==> config.mk <==
export PLATFORM = sky130hd
export DESIGN_NAME = pulse_tone_chan
export DESIGN_NICKNAME = d
export VERILOG_FILES = /design/src/rtl/pulse_tone_pkg.sv /design/src/rtl/pulse_tone_regs.sv /design/src/rtl/pulse_tone_div.sv /design/src/rtl/pulse_tone_seq.sv /design/src/rtl/pulse_tone_mix.sv /design/src/rtl/pulse_tone_chan.sv
export SDC_FILE = /design/constraint.sdc
export NUM_CORES = 1
export LEC_CHECK = 0
export BUFFER_PORTS_ARGS = -buffer_cell sky130_fd_sc_hd__buf_4
export CAP_MARGIN = 30
export CORE_ASPECT_RATIO = 0.9
export CORE_MARGIN = 3
export CORE_UTILIZATION = 40
export CTS_BUF_LIST = sky130_fd_sc_hd__clkbuf_16
export CTS_CLUSTER_SIZE = 12
export DETAILED_ROUTE_END_ITERATION = 12
export GPL_TIMING_DRIVEN = 0
export PLACE_DENSITY = 0.68
export SYNTH_ARGS = -nofsm -noshare
export SYNTH_HDL_FRONTEND = slang
export SYNTH_SLANG_ARGS = --single-unit
==> constraint.sdc <==
create_clock -name clk -period 2.06 [get_ports clk]
set_clock_uncertainty 0.05 [all_clocks]
set_input_delay 0 -clock clk [delete_from_list [all_inputs] [get_ports clk]]
set_output_delay 0 -clock clk [all_outputs]
set_load 0.02 [all_outputs]
==> src/rtl/pulse_tone_pkg.sv <==
package pulse_tone_pkg;

   // Width of the register index on the write port
   localparam int IDX_W = 2;

   // Register indices; the period-high slot also carries the enable bit
   typedef enum logic [IDX_W-1:0] {
      RIDX_CTRL  = 2'd0,
      RIDX_PLOW  = 2'd1,
      RIDX_PHIGH = 2'd2,
      RIDX_SPARE = 2'd3
   } reg_idx_e;

endpackage

==> src/rtl/pulse_tone_regs.sv <==
module pulse_tone_regs
   import pulse_tone_pkg::*;
#(
   parameter int DATA_W = 8,
   parameter int DUTY_W = 3,
   parameter int VOL_W  = 4,
   parameter int PER_W  = 12
) (
   input  logic              clk,
   input  logic              rst_n,
   input  logic              wr_en,
   input  logic [IDX_W-1:0]  wr_idx,
   input  logic [DATA_W-1:0] wr_data,
   output logic              mode,
   output logic [DUTY_W-1:0] duty,
   output logic [VOL_W-1:0]  vol,
   output logic [PER_W-1:0]  period,
   output logic              chan_en
);
   localparam int HI_W = PER_W - DATA_W;

   logic [DATA_W-1:0] per_lo_q;
   logic [HI_W-1:0]   per_hi_q;

   always_ff @(posedge clk) begin
      if (!rst_n) begin
         mode     <= 1'b0;
         duty     <= '0;
         vol      <= '0;
         per_lo_q <= '0;
         per_hi_q <= '0;
         chan_en  <= 1'b0;
      end else if (wr_en) begin
         unique case (reg_idx_e'(wr_idx))
            RIDX_CTRL:  {mode, duty, vol} <= wr_data;
            RIDX_PLOW:  per_lo_q <= wr_data;
            RIDX_PHIGH: begin
               per_hi_q <= wr_data[HI_W-1:0];
               chan_en  <= wr_data[DATA_W-1];
            end
            default: ;
         endcase
      end
   end

   assign period = {per_hi_q, per_lo_q};

endmodule

==> src/rtl/pulse_tone_div.sv <==
module pulse_tone_div #(
   parameter int PER_W = 12
) (
   input  logic             clk,
   input  logic             rst_n,
   input  logic             run,
   input  logic [PER_W-1:0] period,
   output logic             tick,
   output logic [PER_W-1:0] count
);
   always_ff @(posedge clk) begin
      if (!rst_n) begin
         count <= '0;
      end else if (!run || count == '0) begin
         count <= period;
      end else begin
         count <= count - 1'b1;
      end
   end

   assign tick = run && (count == '0);

endmodule

==> src/rtl/pulse_tone_seq.sv <==
module pulse_tone_seq #(
   parameter int STEP_W = 4
) (
   input  logic              clk,
   input  logic              rst_n,
   input  logic              run,
   input  logic              tick,
   output logic [STEP_W-1:0] step
);
   always_ff @(posedge clk) begin
      if (!rst_n || !run) begin
         step <= '1;
      end else if (tick) begin
         step <= step - 1'b1;
      end
   end

endmodule

==> src/rtl/pulse_tone_mix.sv <==
module pulse_tone_mix #(
   parameter int STEP_W = 4,
   parameter int DUTY_W = 3,
   parameter int VOL_W  = 4
) (
   input  logic              run,
   input  logic              mode,
   input  logic [DUTY_W-1:0] duty,
   input  logic [VOL_W-1:0]  vol,
   input  logic [STEP_W-1:0] step,
   output logic [VOL_W-1:0]  sample
);
   logic in_high;

   always_comb begin
      in_high = mode || (step <= STEP_W'(duty));
      sample  = (run && in_high) ? vol : '0;
   end

endmodule

==> src/rtl/pulse_tone_chan.sv <==
module pulse_tone_chan
   import pulse_tone_pkg::*;
#(
   parameter int DATA_W = 8,
   parameter int PER_W  = 12,
   parameter int STEP_W = 4,
   parameter int DUTY_W = 3,
   parameter int VOL_W  = 4
) (
   input  logic              clk,
   input  logic              rst_n,
   input  logic              wr_en,
   input  logic [IDX_W-1:0]  wr_idx,
   input  logic [DATA_W-1:0] wr_data,
   output logic [VOL_W-1:0]  sample
);
   localparam int HI_W = PER_W - DATA_W;

   // Elaboration-time parameter checks
   if (DATA_W != 1 + DUTY_W + VOL_W) begin : g_bad_ctrl
      $error("control fields must fill the data word exactly");
   end
   if (HI_W < 1 || HI_W > DATA_W - 1) begin : g_bad_period
      $error("period high part must fit below the enable bit");
   end
   if (DUTY_W >= STEP_W) begin : g_bad_duty
      $error("duty field must be narrower than the step index");
   end

   logic              mode_w;
   logic [DUTY_W-1:0] duty_w;
   logic [VOL_W-1:0]  vol_w;
   logic [PER_W-1:0]  period_w;
   logic              en_w;
   logic              tick_w;
   logic [PER_W-1:0]  count_w;
   logic [STEP_W-1:0] step_w;

   pulse_tone_regs #(
      .DATA_W(DATA_W), .DUTY_W(DUTY_W), .VOL_W(VOL_W), .PER_W(PER_W)
   ) i_regs (
      .clk(clk), .rst_n(rst_n), .wr_en(wr_en), .wr_idx(wr_idx),
      .wr_data(wr_data), .mode(mode_w), .duty(duty_w), .vol(vol_w),
      .period(period_w), .chan_en(en_w)
   );

   pulse_tone_div #(.PER_W(PER_W)) i_div (
      .clk(clk), .rst_n(rst_n), .run(en_w), .period(period_w),
      .tick(tick_w), .count(count_w)
   );

   pulse_tone_seq #(.STEP_W(STEP_W)) i_seq (
      .clk(clk), .rst_n(rst_n), .run(en_w), .tick(tick_w), .step(step_w)
   );

   pulse_tone_mix #(
      .STEP_W(STEP_W), .DUTY_W(DUTY_W), .VOL_W(VOL_W)
   ) i_mix (
      .run(en_w), .mode(mode_w), .duty(duty_w), .vol(vol_w),
      .step(step_w), .sample(sample)
   );

endmodule

; ---- After elaboration in Yosys (flattened, before gate mapping)
; Cells that the tools add are included.
[word_totals]
register_bits = 37
[op_classes]
muxes = 2
n_reduce_logical = 12
n_lt_le_gt_ge = 1
n_eq_ne = 2
add_sub_neg = 2
[ops]
columns = operator, n
row1 = logical NOT 12 bit, 1
row2 = 2-to-1 mux 12 bit, 1
row3 = subtractor 12 x 1 -> 12 bit (second input constant), 1
row4 = AND reduction 2 bit, 3
row5 = less-or-equal comparator 4 x 3 -> 1 bit, 1
row6 = 2-to-1 mux 4 bit, 1
row7 = subtractor 4 x 1 -> 4 bit (second input constant), 1
row8 = logical OR 1 bit, 3
row9 = equality test 2 x 1 -> 1 bit (second input constant), 1
row10 = equality test 2 bit (second input constant), 1
row11 = logical AND 1 bit, 2
row12 = logical NOT 1 bit, 2
row13 = logical NOT 2 bit, 1

; ---- Depth between registers and ports, before layout
[depth]
word_depth = 4
mapped_depth = 7
ltp_nobuf = 6

; ---- By module
; From an unflattened synthesis, not the netlist that was laid out.
[hier_totals]
cells_unflattened = 199
hier_area_um2 = 1841.8
[by_module_without_submodules]
columns = mod, area_per_inst_um2, n_inst, cells_each
row1 = pulse_tone_regs, 794.5, 1, 79
row2 = pulse_tone_div, 730.7, 1, 84
row3 = pulse_tone_seq, 196.4, 1, 18
row4 = pulse_tone_mix, 120.1, 1, 18

; ---- Least setup slack after synthesis
; No wires, ideal clock.
[synth_path]
path_type = register -> register
startpoint = reg i_div.count[0]
endpoint = reg i_div.count[11]
setup_slack_ns = 0.358
arrival_ns = 1.515
stages_incl_launch_ff = 8
path_buffers = 1
setup_time_ns = 0.137
cell_sequence = dfxtp_1 > inv_1 > ha_1 > nor3b_1 > a31oi_1 > clkbuf_1 > o21ai_0 > a31oi_1
[synth_via]
elab_chain_cells = 3
elab_cells_between_ends = 4
[synth_rtl]
columns = element, line_no
row1 = from (decl), pulse_tone_div.sv:9  ; output logic [PER_W-1:0] count
row2 = from (signal assigned), pulse_tone_div.sv:15  ; count <= period;
row3 = from (signal assigned), pulse_tone_div.sv:17  ; count <= count - 1'b1;
row4 = branches (longest 2 deep; another with subtractor 12 x 1 -> 12 bit), --
row5 = 2-to-1 mux 12 bit (*), pulse_tone_div.sv:14  ; end else if (!run || count == '0) begin
; Mark *: on every way between the ends.
; A chain may end at the register's enable or synchronous reset.

; ---- Worst setup path in the final report
[layout_path]
startpoint = reg i_seq.step[1]
endpoint = out sample[3]
[layout_via]
elab_chain_cells = 4
[layout_rtl]
columns = element, line_no
row1 = from (decl), pulse_tone_seq.sv:8  ; output logic [STEP_W-1:0] step
row2 = from (signal assigned), pulse_tone_seq.sv:14  ; step <= step - 1'b1;
row3 = less-or-equal comparator 4 x 3 -> 1 bit, pulse_tone_mix.sv:16  ; in_high = mode || (step <= STEP_W'(duty));
row4 = logical OR 1 bit, pulse_tone_mix.sv:16
row5 = logical AND 1 bit, pulse_tone_mix.sv:17  ; sample = (run && in_high) ? vol : '0;
row6 = 2-to-1 mux 4 bit, pulse_tone_mix.sv:17
row7 = to (decl), pulse_tone_chan.sv:15  ; output logic [VOL_W-1:0] sample
; No other way between the ends.

==> impl_metrics.tcl <==
set metrics [dict create \
    grt_pass1_wl_mm 6.42 \
    cp.depth 6 \
    grt_overflow_total 0 \
    final_common_cell "dfxtp_1" \
    post-route-period-util 0.917 \
    rows 22 \
    max_stage_delay_ps 390 \
    power.total_uw 1660 \
    first_pass_iters 4 \
    clock_path_buffers 2 \
    cts_max_level 2 \
    wire_per_inst_um 13.0 \
    portBuffers 15 \
    drive_gt1_frac 0.107 \
    met1_length_mm 1.91 \
    yosys_warnings 0 \
    r2r_cells 7 \
    insertion_delay_ps 270 \
    synthTopCellsByArea "dfxtp_1 41%, mux2i_1 12%, nor2b_1 8.0%" \
    antenna_found_initial 0 \
    top_layer "met4" \
    final.setup.tns_ps 0 \
    die_area_mm2 0.00533 \
    dp_hpwl_mm 2.66 \
    crit_path_start "i_seq.step[1]$_SDFFE_PP1P_" \
    cts_root_buffer "clkbuf_16" \
    wirelength_mm 3.71 \
    synthCells 195 \
    wl_met3_um 133 \
    ys_seq_area_frac 0.412 \
    area_growth_pct 22.9 \
    synth_top_area_cell "dfxtp_1" \
    path_cells "ha_1 -> nor2b_1 -> o21ai_0 -> a32oi_1 -> o31ai_1 -> buf_4" \
    dp_cells 270 \
    cts_tree "done" \
    grt_usage 0.151 \
    critical_path_buf_inv_count 1 \
    final_net_count 244 \
    rsz0062_at_grt "false" \
    cp_max_fo 4 \
    drc 0 \
    ant_nets 0 \
    max-vdd-ir-drop_mv 0.555 \
    critical-path-slowest-cell "dfxtp_1" \
    clock.fmax_mhz 530 \
    gp_congestion 0.704 \
    end_kind "output pin" \
    leakagePower_uw 0.000955 \
    routed_via_density 4.95 \
    fin_crit_ps 1890 \
    grt_pass1_vias 1321 \
    relSlewSlack 0.602 \
    startpoint_type "flop" \
    cts_buffers 5 \
    die_height_um 69.6 \
    diodes 0 \
    fin_cells 285 \
    hold_start "rst_n" \
    fillers 415 \
    drv_cap 0 \
    ys_types 30 \
    syn_area_mm2 0.00180 \
    hold_viol 0 \
    synth_top_area_frac 0.412 \
    grt_max_degree 11 \
    min_path_cells 3 \
    cts_sinks 37 \
    arrival_ps 1840 \
    floorplan.initialDensity 0.427 \
    vias 1410 \
    setup_viol 0 \
    met2WireLength_mm 1.63 \
    clk_pin_slew_ps 50 \
    hold_slack_ps 48.1 \
    core_mm2 0.00421 \
    power_density_mw_per_mm2 750 \
    worst_pin_slew_ps 597 \
    cp.required_ps 2010 \
    r2r_start "i_div.count[0]$_SDFF_PN0_" \
    hp-class "input pin to flop" \
    ys_ff_latch 37 \
    die_w_um 76.6 \
    drtIter0Drc 82 \
    final_cell_mix "37 x dfxtp_1, 23 x nor2b_1, 21 x mux2i_1" \
    syn_area_per_cell_um2 9.21 \
    synth.net_count 214 \
    crit_type "flop to output pin" \
    outcome "completed" \
    crit_family "compound AO/OA/AOI/OAI gates" \
    ioPinCount 17 \
    post-cts-setup-buffers 0 \
    slew_viol_final 0 \
]
-- sequential cells by signal, indices dropped and copies added (netlist names) --
name             cells
i_seq.step           4
i_regs.duty          3
i_regs.per_lo_q      8
i_regs.mode          1
i_div.count         12
i_regs.per_hi_q      4
i_regs.chan_en       1
i_regs.vol           4
-- cell type report --
class                      count  area (um2)  area share
sequential                    37         741       0.335
clock buffer                   5         125      0.0567
tap                           60        75.1      0.0340
inverter                       8        30.0      0.0136
buffer                        10        37.5      0.0170
multi-input combinational    140        1000       0.453
timing repair buffer          23         193      0.0873
clock inverter                 2        7.51     0.00340
-- routing by layer --
layer  vias to the layer above  global-route usage
met5                         -                   0
met4                         0              0.0423
met2                        24               0.211
met3                         5              0.0455
met1                       639               0.222
li1                        742                   -
-- where the power goes --
| part | total [uW] | internal [uW] | switching (uW) |
|---|---|---|---|
| Combinational | 207 | 103 | 103 |
| Sequential | 758 | 739 | 19.1 |
| Clock | 692 | 432 | 260 |
-- kinds of logic after synthesis --
group,after synthesis,synth area share
simple gates,72,0.234
flops,37,0.412
compound gates,31,0.109
mux,21,0.117
buf+inv,18,0.0376
xor+xnor,10,0.0487
fa+ha+maj,6,0.0418
-- cells in the mapped netlist --
library cell	instances
nor3b_1	4
nand2_2	1
inv_1	8
dfxtp_1	37
nand2_1	11
nor4_2	1
ha_1	6
o211a_1	3
nand2b_1	1
nand3_1	13
nand4_1	2
o21ai_0	10
nand3b_1	3
mux2i_1	21
nor3_1	3
or4_1	2
clkbuf_1	9
xor2_1	8
a31oi_1	2
o31ai_1	5
buf_1	1
nor2_1	6
a21oi_1	8
a32oi_1	1
o211ai_1	1
o2111ai_1	1
xnor2_1	2
nor2b_1	23
nor4_4	1
or3_1	1
-- path summary, 6_finish.rpt --
path / endpoint / slack (ps)
max reg2reg: i_div.count[11]$_SDFF_PN0_ / 230
min: i_div.count[8]$_SDFF_PN0_ / 50
max: sample[3] / 170
min reg2reg: i_div.count[2]$_SDFF_PN0_ / 430
-- worst register-to-register path, stage by stage (launching register included) --
cell,delay [ps]
dfxtp_1,330
inv_1,80
ha_1,220
nor3b_4,310
a31oi_1,150
clkbuf_1,220
o21ai_0,270
a31oi_1,60
-- what timing repair did --
item / 4_1_cts / 5_1_grt
gates cloned: 0 / 0
hold endpoints to repair: 21 / 0
pin swaps: 0 / 1
hold buffers: 8 / 0
endpoints found under the setup margin: 3 / 3
gates resized for setup: 1 / 1
-- metrics by stage --
step / worst slack (ps) / area [um2] / utilization
2_1_floorplan: 358 / 1800 / -
3_3_place_gp: -74.8 / 1980 / 0.471
3_5_place_dp: -42.1 / 1980 / 0.471
4_1_cts: 177 / 2200 / 0.523
5_1_grt: 1.51 / 2210 / 0.524
6_report: 172 / 2210 / 0.524
No activity file was read; power rests on OpenSTA's default activity.
